===== config.mk =====
export PLATFORM = sky130hd
export DESIGN_NAME = phyb_ctrl_bridge
export DESIGN_NICKNAME = d
export VERILOG_FILES = /design/src/rtl/phyb_pkg.sv /design/src/rtl/phyb_decode.sv /design/src/rtl/phyb_regbank.sv /design/src/rtl/phyb_fwd_mux.sv /design/src/rtl/phyb_ctrl_bridge.sv
export SDC_FILE = /design/constraint.sdc
export NUM_CORES = 1
export LEC_CHECK = 0
export BUFFER_PORTS_ARGS = -buffer_cell sky130_fd_sc_hd__buf_4
export CORE_AREA = 2 2 105 107
export CTS_BUF_LIST = sky130_fd_sc_hd__clkbuf_8
export CTS_CLUSTER_SIZE = 10
export DETAILED_ROUTE_END_ITERATION = 8
export DIE_AREA = 0 0 107 109
export HOLD_SLACK_MARGIN = 0.15
export SKIP_LAST_GASP = 1
export SYNTH_ARGS = -nofsm -noshare
export SYNTH_HDL_FRONTEND = slang
export SYNTH_SLANG_ARGS = --single-unit

===== constraint.sdc =====
create_clock -name clk -period 2 [get_ports clk]
set_input_delay 0.1 -clock clk [delete_from_list [all_inputs] [get_ports clk]]
set_output_delay 0.1 -clock clk [all_outputs]
set_load 0.02 [all_outputs]

===== src/rtl/phyb_pkg.sv =====
package phyb_pkg;

    typedef enum logic {
        S_IDLE,
        S_FWD_STALL
    } fsm_t;

    typedef enum logic [1:0] {
        AR_NONE,
        AR_WIN,
        AR_REG
    } region_t;

    localparam logic [3:0] IX_MEAS   = 4'h0;
    localparam logic [3:0] IX_VALID  = 4'h1;
    localparam logic [3:0] IX_CDONE  = 4'h2;
    localparam logic [3:0] IX_CBUSY  = 4'h3;
    localparam logic [3:0] IX_CHAN   = 4'h4;
    localparam logic [3:0] IX_EN     = 4'h5;
    localparam logic [3:0] IX_RST    = 4'h6;
    localparam logic [3:0] IX_MIRROR = 4'h7;
    localparam logic [3:0] IX_CFG    = 4'hB;

endpackage


===== src/rtl/phyb_decode.sv =====
module phyb_decode
    import phyb_pkg::*;
#(
    parameter int ADDR_W = 16,
    parameter int WIN_AW = 12
) (
    input  logic [ADDR_W-1:0] addr,
    output region_t           region,
    output logic [3:0]        reg_idx
);
    localparam int unsigned WIN_BASE = 32'd1 << WIN_AW;
    localparam int unsigned REG_END  = WIN_BASE + 32'd256;

    logic [31:0] addr_ext;

    always_comb begin
        addr_ext = 32'(addr);
        reg_idx  = addr[7:4];
        if (addr_ext < WIN_BASE)
            region = AR_WIN;
        else if (addr_ext < REG_END && addr[3:0] == 4'h0)
            region = AR_REG;
        else
            region = AR_NONE;
    end
endmodule


===== src/rtl/phyb_regbank.sv =====
module phyb_regbank
    import phyb_pkg::*;
#(
    parameter int DATA_W = 32,
    parameter int CH_W   = 2
) (
    input  logic              clk,
    input  logic              rst_n,
    input  logic              wr_stb,
    input  logic [3:0]        idx,
    input  logic [DATA_W-1:0] wdata,
    input  logic [DATA_W-1:0] meas_count,
    input  logic              meas_ok,
    input  logic              cal_done,
    input  logic              cal_busy,
    input  logic              mirror_wait,
    output logic [CH_W-1:0]   chan_q,
    output logic              en_q,
    output logic              rst_q,
    output logic [DATA_W-1:0] rd_val
);
    localparam logic CFG_FLAG = 1'b0;

    always_ff @(posedge clk) begin
        if (!rst_n) begin
            chan_q <= '0;
            en_q   <= 1'b0;
            rst_q  <= 1'b0;
        end else if (wr_stb) begin
            unique case (idx)
                IX_CHAN: chan_q <= wdata[CH_W-1:0];
                IX_EN:   en_q   <= wdata[0];
                IX_RST:  rst_q  <= wdata[0];
                default: ;
            endcase
        end
    end

    always_comb begin
        unique case (idx)
            IX_MEAS:   rd_val = meas_count;
            IX_VALID:  rd_val = DATA_W'(meas_ok);
            IX_CDONE:  rd_val = DATA_W'(cal_done);
            IX_CBUSY:  rd_val = DATA_W'(cal_busy);
            IX_CHAN:   rd_val = DATA_W'(chan_q);
            IX_EN:     rd_val = DATA_W'(en_q);
            IX_RST:    rd_val = DATA_W'(rst_q);
            IX_MIRROR: rd_val = DATA_W'(mirror_wait);
            IX_CFG:    rd_val = DATA_W'(CFG_FLAG);
            default:   rd_val = '0;
        endcase
    end
endmodule


===== src/rtl/phyb_fwd_mux.sv =====
module phyb_fwd_mux #(
    parameter int NCH    = 3,
    parameter int DATA_W = 32,
    parameter int CH_W   = 2
) (
    input  logic [CH_W-1:0]       chan,
    input  logic                  fwd_ok,
    input  logic                  rd,
    input  logic                  wr,
    input  logic [NCH*DATA_W-1:0] port_rdata,
    input  logic [NCH-1:0]        port_wait,
    output logic [NCH-1:0]        port_rd,
    output logic [NCH-1:0]        port_wr,
    output logic [DATA_W-1:0]     sel_rdata,
    output logic                  sel_wait
);
    for (genvar g = 0; g < NCH; g++) begin : g_port
        logic hit;
        assign hit        = fwd_ok && (chan == CH_W'(g));
        assign port_rd[g] = hit && rd;
        assign port_wr[g] = hit && wr;
    end

    always_comb begin
        sel_rdata = '0;
        sel_wait  = 1'b0;
        for (int i = 0; i < NCH; i++) begin
            if (chan == CH_W'(i)) begin
                sel_rdata = port_rdata[i*DATA_W +: DATA_W];
                sel_wait  = port_wait[i];
            end
        end
    end
endmodule


===== src/rtl/phyb_ctrl_bridge.sv =====
module phyb_ctrl_bridge
    import phyb_pkg::*;
#(
    parameter int ADDR_W  = 16,
    parameter int DATA_W  = 32,
    parameter int NCH     = 3,
    parameter int WIN_AW  = 12,
    parameter int XADDR_W = WIN_AW - 2
) (
    input  logic                  clk,
    input  logic                  rst_n,
    input  logic [ADDR_W-1:0]     hst_addr,
    input  logic                  hst_read,
    input  logic                  hst_write,
    input  logic [DATA_W-1:0]     hst_wdata,
    output logic [DATA_W-1:0]     hst_rdata,
    output logic                  hst_waitreq,
    output logic [XADDR_W-1:0]    xcfg_addr,
    output logic [DATA_W-1:0]     xcfg_wdata,
    output logic [NCH-1:0]        xcfg_read,
    output logic [NCH-1:0]        xcfg_write,
    input  logic [NCH*DATA_W-1:0] xcfg_rdata,
    input  logic [NCH-1:0]        xcfg_waitreq,
    input  logic [DATA_W-1:0]     meas_count,
    input  logic                  meas_ok,
    input  logic                  cal_done,
    input  logic                  cal_busy,
    output logic                  rx_reset
);
    localparam int CH_W = (NCH < 2) ? 1 : $clog2(NCH + 1);
    localparam logic [CH_W-1:0] LAST_CH = CH_W'(NCH - 1);

    fsm_t              state, state_n;
    region_t           region;
    logic [3:0]        reg_idx;
    logic [CH_W-1:0]   chan_q, chan_hold, chan_route;
    logic              en_q;
    logic              access, fwd_ok, fwd_go, done;
    logic              sel_wait;
    logic [DATA_W-1:0] sel_rdata, reg_val, rd_next, rdata_q;

    phyb_decode #(.ADDR_W(ADDR_W), .WIN_AW(WIN_AW)) u_dec (
        .addr    (hst_addr),
        .region  (region),
        .reg_idx (reg_idx)
    );

    phyb_regbank #(.DATA_W(DATA_W), .CH_W(CH_W)) u_regs (
        .clk         (clk),
        .rst_n       (rst_n),
        .wr_stb      (done && hst_write && region == AR_REG),
        .idx         (reg_idx),
        .wdata       (hst_wdata),
        .meas_count  (meas_count),
        .meas_ok     (meas_ok),
        .cal_done    (cal_done),
        .cal_busy    (cal_busy),
        .mirror_wait (sel_wait),
        .chan_q      (chan_q),
        .en_q        (en_q),
        .rst_q       (rx_reset),
        .rd_val      (reg_val)
    );

    phyb_fwd_mux #(.NCH(NCH), .DATA_W(DATA_W), .CH_W(CH_W)) u_mux (
        .chan       (chan_route),
        .fwd_ok     (fwd_ok),
        .rd         (hst_read),
        .wr         (hst_write),
        .port_rdata (xcfg_rdata),
        .port_wait  (xcfg_waitreq),
        .port_rd    (xcfg_read),
        .port_wr    (xcfg_write),
        .sel_rdata  (sel_rdata),
        .sel_wait   (sel_wait)
    );

    // Routing and completion
    always_comb begin
        chan_route = (state == S_FWD_STALL) ? chan_hold : chan_q;
        access     = hst_read || hst_write;
        fwd_ok     = (region == AR_WIN) && en_q && (chan_route <= LAST_CH);
        fwd_go     = access && fwd_ok;
        done       = access && !hst_waitreq;
    end

    // State register
    always_ff @(posedge clk) begin
        if (!rst_n) begin
            state     <= S_IDLE;
            chan_hold <= '0;
        end else begin
            state <= state_n;
            if (state == S_IDLE)
                chan_hold <= chan_q;
        end
    end

    // Next state and outputs
    always_comb begin
        state_n     = state;
        hst_waitreq = fwd_go && sel_wait;
        xcfg_addr   = hst_addr[WIN_AW-1:2];
        xcfg_wdata  = hst_wdata;
        unique case (state)
            S_IDLE:      if (fwd_go && sel_wait)    state_n = S_FWD_STALL;
            S_FWD_STALL: if (!fwd_go || !sel_wait)  state_n = S_IDLE;
            default:                                state_n = S_IDLE;
        endcase
    end

    always_comb begin
        unique case (region)
            AR_WIN:  rd_next = fwd_ok ? sel_rdata : '0;
            AR_REG:  rd_next = reg_val;
            default: rd_next = '0;
        endcase
    end

    always_ff @(posedge clk) begin
        if (!rst_n)
            rdata_q <= '0;
        else
            rdata_q <= (hst_read && !hst_waitreq) ? rd_next : '0;
    end

    assign hst_rdata = rdata_q;
endmodule


; After elaboration in Yosys (flattened, before gate mapping)
; Index checks and enable logic that the tools add are counted.
[op_classes]
reduce_logical = 30
magnitude_cmp = 3
n_mux = 15
n_bitwise = 1
n_eq_ne = 11
[ops]
columns = op, n
row1 = $pmux W32 S8, 1
row2 = $mux W32, 4
row3 = $pmux W32 S2, 1
row4 = $lt A16 B13 Y1 const B, 2
row5 = $logic_and A1 B1 Y1, 18
row6 = $eq A4 B3 Y1 const B, 4
row7 = $eq A4 B2 Y1 const B, 2
row8 = $logic_not A4 Y1, 2
row9 = $reduce_and A2 Y1, 4
row10 = $mux W2, 3
row11 = $mux W1, 5
row12 = $eq A2 B1 Y1 const B, 2
row13 = $eq A2 B2 Y1 const B, 2
row14 = $eq A4 B1 Y1 const B, 1
row15 = $logic_not A1 Y1, 3
row16 = $le A2 B2 Y1 const B, 1
row17 = $logic_not A2 Y1, 1
row18 = $logic_or A1 B1 Y1, 2
row19 = $pmux W1 S2, 1
row20 = $not A1 Y1, 1
[word_totals]
ff_bits = 39
out_inout_bits = 82
inputBits = 186
word_cells = 66

; Longest topological paths before layout
[depth]
word_depth = 14
mapped_depth = 7
ltp_nobuf = 5

; Hierarchy
; From an unflattened synthesis, not the netlist that was laid out.
[unflattened]
cells_unflattened = 382
area_unflattened_um2 = 3443.3
[by_module_without_submodules]
columns = mod, instances, cells_per_inst, seq_area_each_um2, area_each_um2
row1 = phyb_ctrl_bridge, 1, 212, 700.7, 1976.9
row2 = phyb_fwd_mux, 1, 88, 0.0, 853.3
row3 = phyb_regbank, 1, 72, 80.1, 545.5
row4 = phyb_decode, 1, 10, 0.0, 67.6

; Worst setup path before layout
; OpenSTA, ideal clock, no wires.
[synth_path]
kind = flip-flop to flip-flop
startpoint = register state
endpoint = register rdata_q[16] (netlist: hst_rdata[16])
arrival_ps = 1648
synth_period_minus_slack_ps = 1713
slack_ps = 287
n_path_buf = 1
path_stages_with_launch = 7
required_time_ps = 1935
setup_time_ps = 65
cell_sequence = dfxtp_1 > mux2i_2 > mux2i_1 > o22ai_1 > a211o_4 > buf_6 > nor2_1
[synth_between]
elab_chain_len = 9
elab_cells_between_ends = 19
[synth_rtl]
columns = element, line_no
row1 = start: declaration, phyb_ctrl_bridge.sv:33  ; fsm_t state, state_n;
row2 = start signal: assignment, phyb_ctrl_bridge.sv:93  ; state <= state_n;
row3 = $mux W2 *, -
row4 = $logic_not A2 Y1, phyb_fwd_mux.sv:28  ; if (chan == CH_W'(i)) begin
row5 = $mux W1 (3 in a row), phyb_fwd_mux.sv:28
row6 = $logic_and A1 B1 Y1, phyb_ctrl_bridge.sv:102  ; hst_waitreq = fwd_go && sel_wait;
row7 = $logic_not A1 Y1, phyb_ctrl_bridge.sv:124  ; rdata_q <= (hst_read && !hst_waitreq) ? rd_next : '0;
row8 = $logic_and A1 B1 Y1, phyb_ctrl_bridge.sv:124
row9 = $reduce_and A2 Y1 (no source line), -
row10 = end signal: assignment, phyb_ctrl_bridge.sv:124
row11 = end: declaration, phyb_ctrl_bridge.sv:40  ; logic [DATA_W-1:0] sel_rdata, reg_val, rd_next, rdata_q;
; Mark *: on every way between the ends. The rest lies on a longest branch, timed or not.
; A chain may end at the register's enable or synchronous reset.

; Final worst setup path
[layout_path]
startpoint = register state
endpoint = output xcfg_write[2]
[layout_between]
elab_chain_len = 5
elab_cells_between_ends = 6
[layout_rtl]
columns = element, line_no
row1 = $mux W2 *, -
row2 = $le A2 B2 Y1, phyb_ctrl_bridge.sv:82  ; fwd_ok = (region == AR_WIN) && en_q && (chan_route <= LAST_CH);
row3 = $logic_and A1 B1 Y1, phyb_ctrl_bridge.sv:82
row4 = $logic_and A1 B1 Y1 *, phyb_fwd_mux.sv:19  ; assign hit = fwd_ok && (chan == CH_W'(g));
row5 = $logic_and A1 B1 Y1 *, phyb_fwd_mux.sv:21  ; assign port_wr[g] = hit && wr;
row6 = end: declaration, phyb_ctrl_bridge.sv:21  ; output logic [NCH-1:0] xcfg_write,
; Marked as above.

==> results.cfg <==
[power]
ir_worst_vdd_mv = 0.223
finalPower_mw = 1.99
internal_power_mw = 1.56
p_leak_nw = 1.93
pwr-share-clk = 0.391
comb_power_share = 0.221
p_seq_frac = 0.389
p_sw_mw = 0.428
power.density_nw_per_um2 = 426
swShare = 0.215

[flow_run]
cap_violations = 0

[global_route]
use_met2 = 0.330
grt_first_pass_wirelength_um = 15600
use_met1 = 0.187
antenna_found_initial = 0
grt.total_usage = 0.172
top_usage_layer = met2
grt_max_degree = 34
first_global_vias = 3116
use_met3 = 0.0395
grt_overflow = 0

[floorplanning]
std_cell_rows = 38
coreArea_um2 = 10600
fp.dieW_um = 107
design.die.area_um2 = 11700
pin_count = 268
initial_core_util = 0.257
fp.dieH_um = 109

[routing]
wire_per_inst_um = 16.4
viasPerCell = 4.75
drc = 0
drt_iter0_drc = 175
wl_um = 10500
drt-pass1-iter-count = 5
drtAntennaViolNets = 0
vias = 3061

[synth]
synth_ff_type = dfxtp_1
async_flop_share = 0
synth_nets = 488
synth_cells = 302
syn_area_per_cell_um2 = 9.04
synth_edf_count = 0
ys_seq_elements = 39
ys_warn_count = 0
synthDistinctLibCells = 36
syn_area_um2 = 2730
ys_seq_area_frac = 0.286

[sta]
fin_skew_ns = 0.00771
min_period_over_period = 0.941
maxSlewViolCount = 0
worstMarginPinSlew_ns = 0.703
finalSetupViolCount = 0
fin_crit_ns = 1.88
relSlewSlack = 0.532
clock.fmax_mhz = 531
hold_viol = 0

[worst_setup_path]
crit_path_frequent_cell = buf_4
cp_cell_sequence = mux2i_4, buf_4, nor2_2, buf_12, and3_1, buf_4
worst-setup-path-type = reg2out
cp-startpoint = state
slowest_stage = dfxtp_4
critPathMaxStageDelay_ns = 0.39
reg2regPathDepth = 5
reg2reg_from = state
cp_num_cells = 6
endpoint_kind = output pin
worstPathArrival_ns = 1.78
startpoint_type = flip-flop
cp_num_buf_inv = 3
crit_family = buffers and inverters
path_max_fanout = 33
required_ns = 1.90

[clocking]
root_buffer = clkbuf_8
cts.clk_slew.worst_paths_ns = 0.08
cts_buffer_depth = 2
clock_latency_ns = 0.29
tritoncts = yes
cts_sinks = 39
ctsHtreeMaxLevel = 2
cts_buffers = 5

[finish]
seqCellArea_um2 = 785
drive_gt1_frac = 0.480
fillerInstances = 1015
finalInstanceArea_um2 = 4670
multi_input_area_um2 = 1500
area_growth_pct = 71.1
final_cells = 644
layout.nets = 689
final_cell_mix = buf_4, dlygate4sd3_1, mux2i_1
mostFrequentLayoutCell = buf_4
num_antenna_cells = 0

[min_path]
hp-class = in2reg
whs_path_depth = 4
min-delay-start = xcfg_rdata[76]

[placement]
portBuffers = 207
dp_hpwl_um = 7650
routabilityCongestion = 0.821
dp_cells = 592
place_area_um2 = 4080

[outcome]
status = finished, final reports clean
==> per-layer routing <==
metal  up-vias  wire length [um]
li1       1474                 -
met5         -                 0
met4         0               194
met3        18               873
met2       148              5490
met1      1421              3980
==> what timing repair did <==
action / 4_1_cts / 5_1_grt
setup endpoints to repair: 2 / 2
hold buffers: 42 / 0
setup buffers: 1 / 0
resized for setup: 2 / 2
cloned: 1 / 0
endpoints found under the hold margin: 37 / 0
==> cells by family after synthesis <==
kind of cell | Yosys count | synth area share
AO/OA/AOI/OAI | 71 | 0.209
buffers and inverters | 68 | 0.174
flip-flops | 39 | 0.286
multiplexers | 45 | 0.170
AND/OR/NAND/NOR | 79 | 0.161
==> tightest hold or removal path, cell delays in order <==
cell and delay [ns]:
buf_4 0.08, o2bb2ai_1 0.10, a22oi_1 0.06, nor2_1 0.08
==> synthesized netlist by cell type (all sizes together) (3+ instances only) <==
master | instances | area, um2
a21oi | 4 | 20.0
nor4 | 8 | 92.6
mux2 | 4 | 48.8
mux2i | 41 | 414
inv | 3 | 11.3
clkbuf | 5 | 18.8
and2 | 4 | 25.0
nor2b | 5 | 31.3
buf | 60 | 445
o2bb2ai | 32 | 280
dfxtp | 39 | 781
nor2 | 38 | 153
a22oi | 29 | 218
nand3 | 3 | 15.0
nand2 | 11 | 41.3
==> area by class of cell <==
class,count,share of cell area
clock buffer,5,0.0147
inverter,3,0.00241
tap,140,0.0375
sequential,39,0.168
timing repair buffer,258,0.443
multi-input combinational,196,0.321
clock inverter,3,0.0137
==> power by group through the flow <==
| stage | clock [mW] | sequential [mW] | combinational [mW] |
|---|---|---|---|
| after CTS | 0.811 | 0.776 | 0.438 |
| after detailed placement | 0 | 0.794 | 0.370 |
| after global routing | 0.832 | 0.774 | 0.471 |
| final | 0.778 | 0.774 | 0.439 |
| after global placement | 0 | 0.794 | 0.366 |
| after floorplan | 0 | 0.794 | 0.193 |
==> worst paths after layout <==
path | end | slack, ns
hold reg to reg | u_regs.rst_q | 0.55
setup / recovery | xcfg_write[2] | 0.12
hold / removal | hst_rdata[12] | 0.16
setup reg to reg | hst_rdata[0] | 0.12
==> registers in the layout, indices dropped and copies added, names as in the netlist <==
register,count
u_regs.chan_q,2
state,1
u_regs.en_q,1
chan_hold,2
hst_rdata,32
u_regs.rst_q,1
==> stage by stage <==
step                      utilization  TNS [ns]  hold slack (ns)  worst slack [ns]
after detailed placement        0.385         0            0.200            0.0489
after global routing            0.441   -0.0515            0.173           -0.0248
final                           0.441         0            0.159             0.117
after global placement          0.385         0            0.200            0.0865
after CTS                       0.440         0            0.151            0.0397
after floorplan                     -         0            0.222             0.287
Note: power is estimated with default switching activity, not from simulation.
